<file path="src/rtl/lpm_pkg.sv">
package lpm_pkg;

    typedef enum logic [1:0] {
        OP_WAKE  = 2'd0,
        OP_SLEEP = 2'd1,
        OP_SET   = 2'd2,
        OP_BAD   = 2'd3
    } lpm_op_e;

    typedef enum logic [1:0] {
        K_PAR = 2'd0,
        K_RMS = 2'd1,
        K_DPD = 2'd2,
        K_BAD = 2'd3
    } lpm_kind_e;

    typedef struct packed {
        lpm_op_e   op;
        lpm_kind_e kind;
        logic      half;
        logic [1:0] area;
    } lpm_req_t;

    typedef enum logic [2:0] {
        ST_PWRUP, ST_IDLE, ST_WAKE, ST_ZZLO, ST_WR, ST_WREC, ST_ZZHI, ST_SLEEP
    } lpm_st_e;

    localparam logic [1:0] AREA_FULL = 2'b00;
    localparam logic [1:0] AREA_RSV  = 2'b01;
    localparam logic [1:0] AREA_HALF = 2'b10;
    localparam logic [1:0] AREA_QTR  = 2'b11;
    localparam logic [4:0] MODE_DEFAULT = 5'b10000;

    function automatic int unsigned ns2cyc(int unsigned ns, int unsigned clk_ns);
        int unsigned c;
        c = (ns + clk_ns - 1) / clk_ns;
        return (c == 0) ? 1 : c;
    endfunction

    function automatic int unsigned max2(int unsigned a, int unsigned b);
        return (a > b) ? a : b;
    endfunction

    function automatic logic req_bad(lpm_req_t r);
        return (r.op == OP_BAD) ||
               ((r.op == OP_SET) && ((r.area == AREA_RSV) || (r.kind == K_BAD)));
    endfunction

    function automatic logic [4:0] mode_code(logic dpd, logic rms, logic half, logic [1:0] area);
        return {~dpd, rms, half, area};
    endfunction

    // Quarters (by top two address bits) kept by a retention setting.
    function automatic logic [3:0] keep_mask(logic dpd, logic half, logic [1:0] area);
        if (dpd) return 4'b0000;
        case (area)
            AREA_HALF: return half ? 4'b1100 : 4'b0011;
            AREA_QTR:  return half ? 4'b1000 : 4'b0001;
            default:   return 4'b1111;
        endcase
    endfunction

endpackage

</file>
<file path="src/rtl/lpm_timer.sv">
module lpm_timer #(
    parameter int unsigned W    = 8,
    parameter int unsigned INIT = 1
) (
    input  logic         clk,
    input  logic         rst,
    input  logic         load,
    input  logic [W-1:0] val,
    output logic         zero
);
    logic [W-1:0] cnt;

    always_ff @(posedge clk) begin
        if (rst)        cnt <= W'(INIT);
        else if (load)  cnt <= val;
        else if (!zero) cnt <= cnt - 1'b1;
    end

    assign zero = (cnt == '0);

    p_no_wrap_r4: assert property (@(posedge clk) disable iff (rst)
        (zero && !load) |=> zero);
endmodule

</file>
<file path="src/rtl/lpm_slot.sv">
module lpm_slot
    import lpm_pkg::*;
(
    input  logic     clk,
    input  logic     rst,
    input  logic     req_valid,
    input  lpm_req_t req_in,
    input  logic     take,
    output logic     pend_v,
    output lpm_req_t pend,
    output logic     err
);
    logic accept;

    always_comb accept = req_valid && !req_bad(req_in) && (!pend_v || take);

    always_ff @(posedge clk) begin
        if (rst) begin
            pend_v <= 1'b0;
            pend   <= '0;
            err    <= 1'b0;
        end else begin
            err    <= req_valid && !accept;
            pend_v <= accept || (pend_v && !take);
            if (accept) pend <= req_in;
        end
    end

    p_take_only_pending_r6: assert property (@(posedge clk) disable iff (rst)
        take |-> pend_v);
    p_bad_flagged_r5: assert property (@(posedge clk) disable iff (rst)
        (req_valid && req_bad(req_in)) |=> err);
endmodule

</file>
<file path="src/rtl/lpm_track.sv">
module lpm_track
    import lpm_pkg::*;
(
    input  logic       clk,
    input  logic       rst,
    input  logic       prog,
    input  lpm_req_t   cur,
    input  logic       enter,
    input  logic       wake,
    output logic       lp,
    output logic       eff_dpd,
    output logic [4:0] mode_now,
    output logic [3:0] valid_map
);
    logic       e_rms, e_half;
    logic [1:0] e_area;

    always_ff @(posedge clk) begin
        if (rst) begin
            lp        <= 1'b0;
            eff_dpd   <= 1'b0;
            e_rms     <= 1'b0;
            e_half    <= 1'b0;
            e_area    <= AREA_FULL;
            valid_map <= 4'b1111;
        end else begin
            if (prog) begin
                eff_dpd <= (cur.kind == K_DPD);
                e_rms   <= (cur.kind == K_RMS);
                e_half  <= cur.half;
                e_area  <= cur.area;
            end
            if (enter) begin
                lp        <= 1'b1;
                valid_map <= valid_map & keep_mask(eff_dpd, e_half, e_area);
            end
            if (wake) begin
                lp      <= 1'b0;
                eff_dpd <= 1'b0;
                if (!e_rms) begin
                    e_half <= 1'b0;
                    e_area <= AREA_FULL;
                end
            end
        end
    end

    assign mode_now = mode_code(eff_dpd, e_rms, e_half, e_area);

    p_dpd_wipes_r8: assert property (@(posedge clk) disable iff (rst)
        (enter && eff_dpd) |=> (valid_map == 4'b0000));
    p_revert_r9: assert property (@(posedge clk) disable iff (rst)
        (wake && !e_rms) |=> (mode_now == MODE_DEFAULT));
    p_events_apart_r10: assert property (@(posedge clk) disable iff (rst)
        !(enter && wake));
endmodule

</file>
<file path="src/rtl/lpm_seq.sv">
module lpm_seq
    import lpm_pkg::*;
#(
    parameter int unsigned AW        = 20,
    parameter int unsigned CLK_NS    = 10,
    parameter int unsigned PWRUP_NS  = 150000,
    parameter int unsigned ZZWE_NS   = 100,
    parameter int unsigned WP_NS     = 60,
    parameter int unsigned ZZHI_NS   = 100,
    parameter int unsigned ZZMIN_NS  = 10000,
    parameter int unsigned RECOV_NS  = 150000
) (
    input  logic          clk,
    input  logic          rst,
    input  logic          req_valid,
    input  logic [1:0]    req_op,
    input  logic [1:0]    req_kind,
    input  logic          req_half,
    input  logic [1:0]    req_area,
    output logic          cs_n,
    output logic          we_n,
    output logic          ub_n,
    output logic          lb_n,
    output logic          zz_n,
    output logic [AW-1:0] addr,
    output logic          ready,
    output logic          err,
    output logic          lp_active,
    output logic [3:0]    valid_map,
    output logic [4:0]    mode_now
);
    localparam int unsigned CY_PWRUP = ns2cyc(PWRUP_NS, CLK_NS);
    localparam int unsigned CY_ZZWE  = ns2cyc(ZZWE_NS,  CLK_NS);
    localparam int unsigned CY_WP    = ns2cyc(WP_NS,    CLK_NS);
    localparam int unsigned CY_ZZHI  = ns2cyc(ZZHI_NS,  CLK_NS);
    localparam int unsigned CY_ZZMIN = ns2cyc(ZZMIN_NS, CLK_NS);
    localparam int unsigned CY_RECOV = ns2cyc(RECOV_NS, CLK_NS);
    localparam int unsigned CY_MAX   = max2(max2(max2(CY_PWRUP, CY_RECOV), max2(CY_ZZMIN, CY_ZZHI)),
                                            max2(CY_ZZWE, CY_WP));
    localparam int unsigned TW       = $clog2(CY_MAX + 1);

    lpm_st_e  state, state_n;
    lpm_req_t req_in, pend, cur;
    logic     pend_v, take, tload, tzero, eff_dpd, lp;
    logic     prog, enter, wake;
    logic [TW-1:0] tval;

    always_comb req_in = '{op: lpm_op_e'(req_op), kind: lpm_kind_e'(req_kind),
                           half: req_half, area: req_area};

    lpm_slot u_slot (
        .clk(clk), .rst(rst), .req_valid(req_valid), .req_in(req_in),
        .take(take), .pend_v(pend_v), .pend(pend), .err(err)
    );

    lpm_timer #(.W(TW), .INIT(CY_PWRUP)) u_timer (
        .clk(clk), .rst(rst), .load(tload), .val(tval), .zero(tzero)
    );

    lpm_track u_track (
        .clk(clk), .rst(rst), .prog(prog), .cur(cur), .enter(enter), .wake(wake),
        .lp(lp), .eff_dpd(eff_dpd), .mode_now(mode_now), .valid_map(valid_map)
    );

    // Next state, slot take, and timer load on every state entry.
    always_comb begin
        state_n = state;
        take    = 1'b0;
        case (state)
            ST_PWRUP: if (tzero) state_n = ST_IDLE;
            ST_IDLE: if (pend_v) begin
                take = 1'b1;
                if (lp)                      state_n = ST_WAKE;
                else if (pend.op == OP_SET)  state_n = ST_ZZLO;
                else if (pend.op == OP_SLEEP) state_n = ST_SLEEP;
            end
            ST_WAKE: if (tzero) begin
                if (cur.op == OP_SET)        state_n = ST_ZZLO;
                else if (cur.op == OP_SLEEP) state_n = ST_SLEEP;
                else                         state_n = ST_IDLE;
            end
            ST_ZZLO:  if (tzero) state_n = ST_WR;
            ST_WR:    if (tzero) state_n = ST_WREC;
            ST_WREC:  state_n = ST_ZZHI;
            ST_ZZHI:  if (tzero) state_n = ST_SLEEP;
            ST_SLEEP: if (tzero) state_n = ST_IDLE;
            default:  state_n = ST_IDLE;
        endcase

        tload = (state_n != state);
        case (state_n)
            ST_WAKE:  tval = eff_dpd ? TW'(CY_RECOV - 1) : '0;
            ST_ZZLO:  tval = TW'(CY_ZZWE - 1);
            ST_WR:    tval = TW'(CY_WP - 1);
            ST_ZZHI:  tval = TW'(CY_ZZHI - 1);
            ST_SLEEP: tval = TW'(CY_ZZMIN - 1);
            default:  tval = '0;
        endcase
    end

    always_ff @(posedge clk) begin
        if (rst) begin
            state <= ST_PWRUP;
            cur   <= '0;
        end else begin
            state <= state_n;
            if (take) cur <= pend;
        end
    end

    always_comb begin
        prog  = (state == ST_WREC);
        enter = (state_n == ST_SLEEP) && (state != ST_SLEEP);
        wake  = (state_n == ST_WAKE) && (state != ST_WAKE);
    end

    // Pin decode from the registered state.
    always_comb begin
        cs_n = (state != ST_WR);
        we_n = (state != ST_WR);
        ub_n = (state != ST_WR);
        lb_n = (state != ST_WR);
        zz_n = !((state == ST_ZZLO) || (state == ST_WR) || (state == ST_WREC) ||
                 (state == ST_SLEEP) || (state == ST_IDLE && lp));
        addr = '0;
        if (state == ST_ZZLO || state == ST_WR || state == ST_WREC)
            addr[4:0] = mode_code(cur.kind == K_DPD, cur.kind == K_RMS, cur.half, cur.area);
        ready     = (state == ST_IDLE) && !pend_v;
        lp_active = lp;
    end

    p_cs_needs_zz_r2: assert property (@(posedge clk) disable iff (rst)
        !cs_n |-> !zz_n);
    p_addr_quiet_r3: assert property (@(posedge clk) disable iff (rst)
        zz_n |-> (addr == '0));
    p_addr_upper_r3: assert property (@(posedge clk) disable iff (rst)
        !we_n |-> (addr[AW-1:5] == '0));
    p_no_reserved_r5: assert property (@(posedge clk) disable iff (rst)
        !we_n |-> (addr[1:0] != AREA_RSV));
    p_ready_quiet_r11: assert property (@(posedge clk) disable iff (rst)
        ready |-> (cs_n && we_n));
endmodule

</file>
<file path="config.mk">
export PLATFORM = sky130hd
export DESIGN_NAME = lpm_seq
export DESIGN_NICKNAME = d
export VERILOG_FILES = /design/src/rtl/lpm_pkg.sv /design/src/rtl/lpm_timer.sv /design/src/rtl/lpm_slot.sv /design/src/rtl/lpm_track.sv /design/src/rtl/lpm_seq.sv
export SDC_FILE = /design/constraint.sdc
export NUM_CORES = 1
export LEC_CHECK = 0
export CORE_MARGIN = 2
export CORE_UTILIZATION = 51
export DETAILED_ROUTE_END_ITERATION = 12
export HOLD_SLACK_MARGIN = 0.03
export PLACE_DENSITY = 0.89
export SLEW_MARGIN = 5
export SYNTH_ARGS = -nofsm -noshare
export SYNTH_HDL_FRONTEND = slang
export SYNTH_SLANG_ARGS = --single-unit
</file>
<file path="constraint.sdc">
create_clock -name clk -period 3 [get_ports clk]
set_clock_uncertainty 0.05 [all_clocks]
set_input_delay 0.9 -clock clk [delete_from_list [all_inputs] [get_ports clk]]
set_output_delay 0.9 -clock clk [all_outputs]
set_load 0.05 [all_outputs]
</file>
==> results of run 1 <==
## timing repair
action / CTS / global route
buffers inserted: 0 / 0
endpoints found under the setup margin: 0 / 4
hold buffers: 0 / 0
resized for setup: 0 / 4
## sequential cells by signal (all words and copies together) (netlist names), 2 cells and up
name,count
u_slot.pend,7
state,3
u_timer.cnt,14
cur,7
u_track.e_area,2
u_track.valid_map,4
## power breakdown
part / leakage (nW) / internal (mW) / switching [mW] / total [mW]
combinational: 0.701 / 0.0438 / 0.0863 / 0.130
clock: 0.0612 / 0.270 / 0.206 / 0.475
sequential: 0.349 / 0.587 / 0.0174 / 0.605
total: 1.11 / 0.901 / 0.309 / 1.21
## area by class of cell
type	instances	area, µm²
Multi-Input combinational cell	196	1260
Tap cell	52	65.1
Inverter	10	37.5
Fill cell	347	1610
Timing Repair Buffer	35	373
Sequential cell	43	861
Clock buffer	6	82.6
Clock inverter	2	35.0
## metal layers
metal  wire (µm)  part of all wire  vias to the layer above  global-route usage
met3         327             0.066                       13              0.0399
met5           0                 0                        -                   0
met1        2130              0.43                      907               0.257
met4         128             0.026                        0               0.101
met2        2400              0.48                       75               0.350
li1            -                 -                      948                   -
## cell families after synthesis
group                    share of synthesized area
AND/OR/NAND/NOR                              0.241
AO/OA/AOI/OAI                                0.150
flip-flops                                   0.376
buffers and inverters                       0.0985
multiplexers                                0.0799
XOR/XNOR                                    0.0421
adder cells (fa/ha/maj)                     0.0109
other                                      0.00164
## stage by stage
step / util / setup slack (ns) / area [µm²] / hold WS (ns) / total power [mW]
after floorplan: - / 0.326 / 2340 / 0.404 / 0.731
after global placement: 0.599 / 0.455 / 2590 / 0.394 / 0.742
after detailed placement: 0.599 / 0.371 / 2590 / 0.406 / 0.747
after CTS: 0.626 / 0.0858 / 2710 / 0.423 / 1.21
after global routing: 0.629 / 0.0571 / 2720 / 0.469 / 1.25
final: 0.629 / 0.129 / 2720 / 0.422 / 1.21
## cells in the final DEF (no fill, tap or decap), types with 4 or more instances in the layout
cell and n:
sky130_fd_sc_hd__dfxtp_1 43, sky130_fd_sc_hd__nor2_1 30, sky130_fd_sc_hd__clkdlybuf4s50_1 21, sky130_fd_sc_hd__mux2i_1 16
sky130_fd_sc_hd__a21oi_1 16, sky130_fd_sc_hd__conb_1 15, sky130_fd_sc_hd__nand2_1 14, sky130_fd_sc_hd__inv_1 10
sky130_fd_sc_hd__nor3_1 10, sky130_fd_sc_hd__nor2b_1 7, sky130_fd_sc_hd__nand2b_1 7, sky130_fd_sc_hd__o21ai_0 7
sky130_fd_sc_hd__o21ai_1 7, sky130_fd_sc_hd__buf_4 7, sky130_fd_sc_hd__xor2_1 6, sky130_fd_sc_hd__clkbuf_8 6
sky130_fd_sc_hd__xnor2_1 5, sky130_fd_sc_hd__dlymetal6s2s_1 4
## how the worst max path moves through the flow
stage,slack [ns],end,cells after the start,startpoint
2_1_floorplan,0.33,addr[4],4,state[2]$_SDFF_PP0_
3_3_place_gp,0.46,u_slot.pend[0]$_SDFFE_PP0P_,7,req_area[1]
3_5_place_dp,0.37,u_slot.pend[1]$_SDFFE_PP0P_,7,req_area[1]
4_1_cts,0.09,ub_n,3,state[1]$_SDFF_PP0_
5_1_grt,0.06,zz_n,3,state[1]$_SDFF_PP0_
6_report,0.13,zz_n,3,state[1]$_SDFF_PP0_
## critical path: stages (launching register included)
cell and delay [ns]:
sky130_fd_sc_hd__dfxtp_1 0.56, sky130_fd_sc_hd__nor2b_1 0.13, sky130_fd_sc_hd__nor2_1 0.13, sky130_fd_sc_hd__clkdlybuf4s50_1 0.81
==> results.txt, run 1 <==
----------------------------------------------------
[Run status]
  Result of the run ... completed

[Floorplan]
  Core region area ... 4320 µm²
  Die Wd ... 71.0 µm
  I/O pin cnt ... 47
  Site row count ... 24
  Area of the die ... 5040 µm²
  Vertical extent of the die ... 71.0 µm
  Effective utilization at floorplan ... 0.529

[STA]
  Highest Clock Rate ... 348 MHz
  Final critical-path share of the clock period ... 0.957
  Setup-violating endpoint count in the final report ... 0
  Total negative slack ... 0 ns
  Minimum clock period ... 2.87 ns
  Total count of hold-check failures in the final report ... 0
  Setup repair after global routing missed its margin ... false
  Fin. max-slew vios ... 0
  Worst Max-Slew Pin Slew ... 0.602 ns
  Relative slew slack ... 0.595

[Critical path]
  Terminus of the critical flop-to-flop path ... u_track.lp$_SDFFE_PP0P_
  Worst setup SP type ... register
  Crit-path max FO ... 12
  Number of cells on the worst reg-to-reg path ... 8
  Endpoint arrival time on the critical path ... 1.92 ns
  Endpoint required time on the critical path ... 2.05 ns
  Category of the worst setup path capture point ... output port
  Internal reg-to-reg setup slack ... 0.43 ns
  Source of the worst register-to-register timing path ... u_timer.cnt[0]$_SDFFE_PP0P_
  Class of the most critical setup path ... register to output port

[Hold path]
  Min-Delay Startpoint ... u_track.valid_map[1]$_SDFFE_PP1P_
  Number of cells traversed by the worst hold path ... 2
  Min-delay worst type ... register to register
  Hold Path Sink ... u_track.valid_map[1]$_SDFFE_PP1P_

[Clocking]
  Max Root-Sink Buffers ... 2
  Number of levels in the clock H-tree ... 2
  Inserted Clock Buffers ... 5
  Insertion delay of the later-clocked pin in the worst-skew pair ... 0.30 ns
  CTS tree ... yes
  Library cell used as clock root buffer ... sky130_fd_sc_hd__clkbuf_8
  Clock transition at path regs ... 0.08 ns
  Num Clock Sinks ... 43

[Placement]
  Final Wtd Congestion ... 0.779
  HPWL after detailed placement ... 3620 µm
  Number of port buffers ... 31
  Cell count after placement ... 336

[Global routing]
  Vias in the first global route ... 1,854
  Maximum number of pins on one net before global-route repair ... 20
  Combined global-route utilization of all metal layers ... 0.209
  Initial antenna violation count ... 0
  Overflow left after global routing ... 0
  Wire length of the first global-routing pass ... 8450 µm

[Synthesis]
  Sequential-to-total area share from yosys stat ... 0.376
  Top cells by area in the synthesized netlist ... sky130_fd_sc_hd__dfxtp_1, sky130_fd_sc_hd__mux2i_1, sky130_fd_sc_hd__buf_4
  Syn Std Cell Area ... 2290 µm²
  Number of unique standard cell types used by synthesis ... 51
  Synth Instances ... 265
  Number of enable-type register cells in the synthesized netlist ... 0
  Leading area contributor after synthesis ... sky130_fd_sc_hd__dfxtp_1
  Fraction of synthesized cell area taken by the top area cell type ... 0.376
  Number of warnings issued by yosys ... 0
  Most frequently used flop master after synthesis ... sky130_fd_sc_hd__dfxtp_1
  Top-count cell post-synth ... sky130_fd_sc_hd__dfxtp_1
  Synth cell count leaders ... sky130_fd_sc_hd__dfxtp_1, sky130_fd_sc_hd__nor2_1, sky130_fd_sc_hd__buf_4, sky130_fd_sc_hd__a21oi_1, sky130_fd_sc_hd__mux2i_1
  Register bit count reported by yosys ... 43
  Mean area per synthesized cell ... 8.63 µm²
  Share of async-settable or async-resettable flops after synthesis ... 0

[Pwr]
  Leakage ... 1.11 nW
  PwrDens ... 445 nW/µm²
  Worst VDD drop ... 320 µV

[Run]
  Max cap viols ... 0

[Finish]
  Fraction of final layout cells with drive strength greater than 1 ... 0.106
  Final layout net count ... 303
  Layout overhead on the synthesized area ... 18.9%
  Ant diodes ... 0
  Layout Cells excl Fill ... 344

[Detailed routing]
  Number of detailed-routing iterations run before antenna repair ... 5
  Detailed-route via count ... 1,943
  Remaining antenna violation count after routing ... 0
  Avg Vias per Cell ... 5.65
  Final routed DRC violation total ... 0
  Detailed Route Iter0 Violations ... 101
  Wire length per cell ... 14.5 µm
  Total Wirelength ... 4990 µm

----------------------------------------------------
(Power assumes the default switching activity.)
==> run 2: changes to the inputs <==
--- a/config.mk
+++ b/config.mk
@@ -5,6 +5,7 @@
 export SDC_FILE = /design/constraint.sdc
 export NUM_CORES = 1
 export LEC_CHECK = 0
+export ABC_CLOCK_PERIOD_IN_PS = 3000
 export CORE_MARGIN = 2
 export CORE_UTILIZATION = 51
 export DETAILED_ROUTE_END_ITERATION = 12
==> results of run 2 <==
Same layout as run 1: the final DEF is identical, and so are final timing and power.
==> run 3: changes to the inputs <==
--- a/config.mk
+++ b/config.mk
@@ -6,11 +6,13 @@
 export NUM_CORES = 1
 export LEC_CHECK = 0
 export ABC_CLOCK_PERIOD_IN_PS = 3000
+export CELL_PAD_IN_SITES_DETAIL_PLACEMENT = 0
+export CELL_PAD_IN_SITES_GLOBAL_PLACEMENT = 1
 export CORE_MARGIN = 2
-export CORE_UTILIZATION = 51
+export CORE_UTILIZATION = 38
 export DETAILED_ROUTE_END_ITERATION = 12
 export HOLD_SLACK_MARGIN = 0.03
-export PLACE_DENSITY = 0.89
+export PLACE_DENSITY = 0.88
 export SLEW_MARGIN = 5
 export SYNTH_ARGS = -nofsm -noshare
 export SYNTH_HDL_FRONTEND = slang
==> run 3 against run 2 <==
Compared with the run above:
- via count fell by 4.4%
- global-route usage fell by 5.0 points
- register-to-register slack barely moved
- non-clock buffer count did not move
- sequential power barely moved
- combinational power barely moved
- largest cell class unchanged
- maximum frequency fell by 0.75%
- total power fell by 5.1%
- wire length fell by 2.2%
- largest power group unchanged
- die area rose by 32%
==> results.txt, run 3 (synthesis gave the netlist of run 1 again) <==
----------------------------------------------------
[Critical path]
  CP peak stage delay ... 0.82 ns
  Worst setup SP type ... register
  Crit-path max FO ... 12
  Critical path, cell by cell ... nor2b_1 -> nand2b_1 -> clkdlybuf4s50_1
  Category of the worst setup path capture point ... output port
  Endpoint arrival time on the critical path ... 1.94 ns
  Endpoint required time on the critical path ... 2.05 ns
  Library cell contributing the largest single delay on the critical path ... sky130_fd_sc_hd__clkdlybuf4s50_1
  Class of the most critical setup path ... register to output port

[Floorplan]
  Vertical extent of the die ... 81.6 µm
  Die Wd ... 81.6 µm
  Area of the die ... 6660 µm²
  Site row count ... 28
  Core region area ... 5890 µm²
  I/O pin cnt ... 47
  Effective utilization at floorplan ... 0.389

[Detailed routing]
  Total Wirelength ... 4880 µm
  Detailed-route via count ... 1,857
  Avg Vias per Cell ... 5.06
  Number of detailed-routing iterations run before antenna repair ... 4
  Remaining antenna violation count after routing ... 0
  Wire length per cell ... 13.3 µm
  Detailed Route Iter0 Violations ... 82
  Final routed DRC violation total ... 0

[Placement]
  Number of port buffers ... 31
  HPWL after detailed placement ... 3640 µm
  Cell count after placement ... 359
  Final Wtd Congestion ... 0.779

[STA]
  Final critical-path share of the clock period ... 0.964
  Fin. max-slew vios ... 0
  Worst Max-Slew Pin Slew ... 0.573 ns
  Total negative slack ... 0 ns
  Setup-violating endpoint count in the final report ... 0
  Highest Clock Rate ... 346 MHz
  Relative slew slack ... 0.617
  Minimum clock period ... 2.89 ns
  Total count of hold-check failures in the final report ... 0
  Setup repair after global routing missed its margin ... false

[Global routing]
  Vias in the first global route ... 1,724
  Maximum number of pins on one net before global-route repair ... 27
  Wire length of the first global-routing pass ... 8220 µm
  Overflow left after global routing ... 0
  Combined global-route utilization of all metal layers ... 0.159
  Initial antenna violation count ... 0

[Finish]
  Flip-flop count of the largest register after layout ... 14
  Final layout net count ... 303
  Fraction of final layout cells with drive strength greater than 1 ... 0.106
  Filler instances ... 587
  Commonest non-fill, non-tap cells in the layout ... sky130_fd_sc_hd__dfxtp_1, sky130_fd_sc_hd__nor2_1, sky130_fd_sc_hd__clkdlybuf4s50_1, sky130_fd_sc_hd__mux2i_1, sky130_fd_sc_hd__a21oi_1
  Top register by number of flip-flops ... u_timer.cnt
  Most common cell after layout, fill and taps aside ... sky130_fd_sc_hd__dfxtp_1
  Final standard cell utilization of the core ... 0.465
  Top flop regs ... u_timer.cnt: 14 flops, cur: 7 flops, u_slot.pend: 7 flops
  Layout overhead on the synthesized area ... 19.6%
  Layout Cells excl Fill ... 367
  Ant diodes ... 0

[Run]
  Max cap viols ... 0

[Clocking]
  Inserted Clock Buffers ... 5
  CTS tree ... yes
  Post-cts gate resize count ... 0
  Insertion delay of the later-clocked pin in the worst-skew pair ... 0.30 ns
  Post-CTS setup buffer count ... 0
  Library cell used as clock root buffer ... sky130_fd_sc_hd__clkbuf_8
  Max Root-Sink Buffers ... 2
  Clock transition at path regs ... 0.08 ns
  Number of levels in the clock H-tree ... 2
  Hold Buf Count CTS ... 0
  Num Clock Sinks ... 43

[Hold path]
  Min-delay worst type ... register to register

[Pwr]
  PwrDens ... 420 nW/µm²
  Leakage ... 1.11 nW
  Power Total ... 1.15 mW
  Worst VDD drop ... 222 µV

[Run status]
  Result of the run ... completed

----------------------------------------------------
## run 3: metal layers
layer	up-vias	share of wire	global-route usage
met2	41	0.48	0.263
met4	0	0.017	0.0550
met3	8	0.041	0.0330
met1	868	0.47	0.205
li1	940	-	-
met5	-	0	0
## run 3: critical path, delay by kind of cell, from the launching register on
| family | cells | cell delay, ns |
|---|---|---|
| buffers and inverters | 1 | 0.82 |
| DFF | 1 | 0.55 |
| and+or+nand+nor | 2 | 0.27 |
## run 3: worst paths after layout
path / startpoint / to / slack, ns / cells after the start
max: state[1]$_SDFF_PP0_ / cs_n / 0.11 / 3
max reg2reg: u_timer.cnt[0]$_SDFFE_PP0P_ / u_timer.cnt[4]$_SDFFE_PP1P_ / 0.44 / 8
min reg2reg: u_track.valid_map[2]$_SDFFE_PP1P_ / u_track.valid_map[2]$_SDFFE_PP1P_ / 0.42 / 2
min: u_track.valid_map[2]$_SDFFE_PP1P_ / u_track.valid_map[2]$_SDFFE_PP1P_ / 0.42 / 2
## run 3: power by group
part | internal, mW | total [mW] | switching, mW
Combinational | 0.0449 | 0.129 | 0.0846
Clock | 0.210 | 0.414 | 0.205
Sequential | 0.587 | 0.604 | 0.0169
## run 3: per-stage QoR
| stage | instance area, µm² | hold slack, ns | setup WS, ns |
|---|---|---|---|
| 2_1_floorplan | 2340 | 0.404 | 0.326 |
| 3_3_place_gp | 2630 | 0.393 | 0.446 |
| 3_5_place_dp | 2630 | 0.399 | 0.377 |
| 4_1_cts | 2740 | 0.412 | 0.0829 |
| 5_1_grt | 2740 | 0.427 | 0.00739 |
| 6_report | 2740 | 0.415 | 0.108 |
## run 3: area by class of cell
cell class	count	area, µm²	share of cell area
clock inverter	1	7.51	0.00274
sequential	43	861	0.315
multi-input combinational	196	1260	0.462
tap	75	93.8	0.0343
inverter	10	37.5	0.0137
clock buffer	7	96.3	0.0352
timing repair buffer	35	375	0.137
